<file path="src/rtl/rename_map_unit.sv">
module rename_map_unit #(
  parameter int NUM_LOG  = 8,
  parameter int NUM_PHYS = 16,
  localparam int LW = $clog2(NUM_LOG),
  localparam int PW = $clog2(NUM_PHYS)
) (
  input  logic          clk,
  input  logic          rst_n,
  input  logic          flush,
  input  logic          ren_valid,
  output logic          ren_ready,
  input  logic [LW-1:0] ren_src_a,
  input  logic [LW-1:0] ren_src_b,
  input  logic          ren_dst_en,
  input  logic [LW-1:0] ren_dst,
  output logic          ren_out_valid,
  output logic [PW-1:0] ren_tag_a,
  output logic [PW-1:0] ren_tag_b,
  output logic [PW-1:0] ren_tag_new,
  output logic [PW-1:0] ren_tag_old,
  input  logic          cmt_valid,
  input  logic [LW-1:0] cmt_dst,
  input  logic [PW-1:0] cmt_tag
);

  logic [PW-1:0]       spec_q [NUM_LOG];
  logic [PW-1:0]       com_q  [NUM_LOG];
  logic [PW-1:0]       com_d  [NUM_LOG];
  logic [NUM_PHYS-1:0] free_q, free_d, used;
  logic [PW-1:0]       alloc_tag, freed_tag;
  logic                free_any, alloc;

  assign free_any      = |free_q;
  assign ren_ready     = ~flush & (free_any | ~ren_dst_en);
  assign ren_out_valid = ren_valid & ren_ready;
  assign alloc         = ren_out_valid & ren_dst_en;
  assign ren_tag_a     = spec_q[ren_src_a];
  assign ren_tag_b     = spec_q[ren_src_b];
  assign ren_tag_old   = spec_q[ren_dst];
  assign ren_tag_new   = alloc_tag;
  assign freed_tag     = com_q[cmt_dst];

  always_comb begin
    alloc_tag = '0;
    for (int p = NUM_PHYS - 1; p >= 0; p--)
      if (free_q[p]) alloc_tag = PW'(p);
  end

  always_comb begin
    com_d = com_q;
    if (cmt_valid) com_d[cmt_dst] = cmt_tag;
    used = '0;
    for (int l = 0; l < NUM_LOG; l++) used[com_d[l]] = 1'b1;
  end

  always_comb begin
    free_d = free_q;
    if (alloc)     free_d[alloc_tag] = 1'b0;
    if (cmt_valid) free_d[freed_tag] = 1'b1;
    if (flush)     free_d = ~used;
  end

  always_ff @(posedge clk or negedge rst_n) begin
    if (!rst_n) begin
      for (int l = 0; l < NUM_LOG; l++) begin
        spec_q[l] <= PW'(l);
        com_q[l]  <= PW'(l);
      end
      for (int p = 0; p < NUM_PHYS; p++) free_q[p] <= (p >= NUM_LOG);
    end else begin
      com_q  <= com_d;
      free_q <= free_d;
      if (flush)      spec_q <= com_d;
      else if (alloc) spec_q[ren_dst] <= alloc_tag;
    end
  end

endmodule

</file>
<file path="config.mk">
export PLATFORM = sky130hd
export DESIGN_NAME = rename_map_unit
export DESIGN_NICKNAME = d
export VERILOG_FILES = /design/src/rtl/rename_map_unit.sv
export SDC_FILE = /design/constraint.sdc
export NUM_CORES = 1
export LEC_CHECK = 0
export BUFFER_PORTS_ARGS = -buffer_cell sky130_fd_sc_hd__buf_2
export CAP_MARGIN = 20
export CORE_ASPECT_RATIO = 0.9
export CORE_MARGIN = 8
export CORE_UTILIZATION = 60
export DETAILED_ROUTE_END_ITERATION = 8
export GPL_ROUTABILITY_DRIVEN = 1
export MAX_ROUTING_LAYER = met4
export PLACE_DENSITY = 0.79
export REMOVE_ABC_BUFFERS = 1
export SETUP_SLACK_MARGIN = 0.2
export SYNTH_ARGS = -nofsm -noshare
export SYNTH_HDL_FRONTEND = slang
export SYNTH_SLANG_ARGS = --single-unit
</file>
<file path="constraint.sdc">
create_clock -name clk -period 2.54 [get_ports clk]
set_input_delay 0.508 -clock clk [delete_from_list [all_inputs] [get_ports clk]]
set_output_delay 0.508 -clock clk [all_outputs]
set_load 0.01 [all_outputs]
</file>
==> results.sh <==
export IMPL_rsz0062_at_grt="true"
export IMPL_synth_top_flop_cell="dfrtp_1"
export IMPL_io_buffers=39
export IMPL_p_leak_nw=3.46
export IMPL_path_class="flip-flop to output port"
export IMPL_n_fill_cell=868
export IMPL_synth_compound_gate_area_share=0.231
export IMPL_path_max_fanout=4
export IMPL_required_ns=2.03
export IMPL_synth_cells=826
export IMPL_slew_headroom=0.518
export IMPL_synthSimpleGateAreaFrac=0.289
export IMPL_clk_latency_ns=0.36
export IMPL_synth_top_family_by_area="simple AND/OR/NAND/NOR gates"
export IMPL_ant_nets=0
export IMPL_area_growth_pct=18.8
export IMPL_cts_buffers=9
export IMPL_cp_startpoint="free_q[7]"
export IMPL_layout_drive_gt1_share=0.310
export IMPL_fmax_ghz=0.412
export IMPL_final_common_cell="buf_4"
export IMPL_status="finished clean"
export IMPL_tightest_slew_ns=0.714
export IMPL_cts_root_buf="clkbuf_16"
export IMPL_gr_total_overflow=0
export IMPL_viasPerCell=7.61
export IMPL_htreeDepth=3
export IMPL_hpwlAfterDp_um=22600
export IMPL_cts_sinks=80
export IMPL_die_x_um=130
export IMPL_finalClockSkew_ns=0.00847
export IMPL_grt_pass1_vias=7725
export IMPL_drtIter0Drc=1479
export IMPL_drt_pass1_iterations=7
export IMPL_gp_congestion=1.28
export IMPL_fin_util=0.729
export IMPL_drc=0
export IMPL_routedWlPerCell_um=28.3
export IMPL_antenna_found_initial=0
export IMPL_yosysTopAreaCell="dfrtp_1"
export IMPL_start_util=0.613
export IMPL_hp_class="primary input to async pin"
export IMPL_mostFrequentLayoutCells="buf_4, nand2_1, nor2_1"
export IMPL_synth_fa_ha_area_frac=0
export IMPL_synthXorXnorAreaFrac=0.00250
export IMPL_antenna_cells=0
export IMPL_final_cell_area_um2=8330
export IMPL_ys_ff_latch=80
export IMPL_hold_ws_ns=0.102
export IMPL_cts_tree="yes"
export IMPL_synthArstFlopShare=1.00
export IMPL_grt_first_pass_wirelength_um=45800
export IMPL_die_y_um=119
export IMPL_rr_startpoint="free_q[14]"
export IMPL_core_area_um2=11400
export IMPL_synth_seq_area_share=0.291
export IMPL_synth_area_um2=7010
export IMPL_power_density_nw_per_um2=742
export IMPL_vdd_ir_drop_max_mv=0.581
export IMPL_cts_max_path_buffers=2
export IMPL_clkTransAtPathRegs_ns=0.07
export IMPL_hold_violations=0
export IMPL_maxSlewViolCount=0
export IMPL_syn_avg_cell_area_um2=8.49
export IMPL_cp_start_kind="flip-flop"
export IMPL_final_min_clock_period_ns=2.43
export IMPL_fin_cells=1072
export IMPL_setup_viol=0
export IMPL_pin_count=40
export IMPL_finalNetCount=933
export IMPL_rows=37
export IMPL_yosysWarnings=0
export IMPL_ys_types=86
export IMPL_synth_top_cells_by_area="dfrtp_1, dfstp_2, mux4_2, nand2_1, nor2_1"
export IMPL_crit_arrival_ns=1.92
export IMPL_dp_cells=1042
export IMPL_total_power_mw=6.18
export IMPL_dieArea_um2=15400
export IMPL_synth_mux_area_frac=0.124
export IMPL_wl_um=30400
export IMPL_crit_path_end_kind="output port"
export IMPL_grt_max_degree=65
export IMPL_synth_edff_count=0
export IMPL_fin_crit_sh=0.957
export IMPL_synth_top_area_share=0.171
export IMPL_grt_use_total=0.404
export IMPL_placed_area_um2=7800
export IMPL_num_vias=8156
export IMPL_drv_cap=0
-- cell type report --
| type | count | area (µm²) | share of cell area |
|---|---|---|---|
| Tap cell | 156 | 195 | 0.0234 |
| Inverter | 19 | 90.1 | 0.0108 |
| Timing Repair Buffer | 149 | 1080 | 0.130 |
| Clock inverter | 7 | 61.3 | 0.00736 |
| Sequential cell | 80 | 2050 | 0.246 |
| Clock buffer | 9 | 225 | 0.0270 |
| Multi-Input combinational cell | 652 | 4630 | 0.556 |
-- cells in the mapped netlist, types with 5 or more instances --
cell,count
mux2_2,21
nand4_1,17
nor4_1,18
nor3_1,40
nor2b_1,16
a22oi_1,9
nand2b_1,19
nand2_1,90
clkbuf_1,52
a221oi_1,6
buf_6,6
dfstp_2,32
nand3_1,37
o32ai_1,7
o211ai_1,10
a31oi_1,6
and2_1,5
o21ai_0,23
mux2i_1,17
inv_1,16
a22o_1,23
a211oi_1,6
o311ai_0,14
nand3b_1,10
or3_1,9
a221o_1,11
nor3b_1,9
o22ai_1,19
buf_2,11
mux4_2,19
a21oi_1,24
dfrtp_1,48
or4_1,9
nor2_1,66
a21o_1,23
-- state kept, by name (all words and copies together) (netlist names) --
signal and count:
com_q 32, free_q 16, spec_q 32
-- path summary, 6_finish.rpt --
path                             endpoint  slack [ns]  cells after the start
hold reg to reg                 spec_q[0]        0.54                      1
setup reg to reg                free_q[3]        0.16                      7
min in group clk                spec_q[0]        0.54                      1
max in group asynchronous       spec_q[2]        1.74                      2
hold / removal                  free_q[0]        0.10                      1
setup / recovery           ren_tag_new[3]        0.11                      5
-- per-stage QoR --
step | setup TNS [ns] | setup WS (ns)
final | 0 | 0.110
after global routing | -0.0129 | -0.0129
after CTS | 0 | 0.0197
after detailed placement | -0.986 | -0.219
after global placement | -1.33 | -0.319
after floorplan | 0 | 0.186
-- cell families after synthesis --
| kind of cell | Yosys count |
|---|---|
| xor+xnor | 2 |
| flops | 80 |
| buf+inv | 94 |
| simple gates | 376 |
| compound gates | 215 |
| mux | 59 |
-- metal layers --
metal,GRT usage,share of wire
met4,0.201,0.063
met2,0.564,0.42
met1,0.507,0.36
met3,0.142,0.16
met5,-,0
-- power breakdown --
group          switching (mW)  total, mW  internal, mW
Clock                   0.621       1.30         0.682
Sequential              0.530       2.17          1.65
Combinational            1.53       2.70          1.17
-- repair_timing --
action                                  in CTS  in global routing
endpoints found under the setup margin      15                 52
resized for setup                           12                 27
hold buffers                                 0                  0
pin swaps                                    5                 13
buffers inserted                             5                  9
-- critical path, stage by stage, from the launching register on --
cell and delay (ns):
dfrtp_2 0.45, nor4_4 0.40, buf_4 0.19, nand2_1 0.06, a21oi_1 0.27, buf_2 0.20
Note: power is estimated with default switching activity, not from simulation.
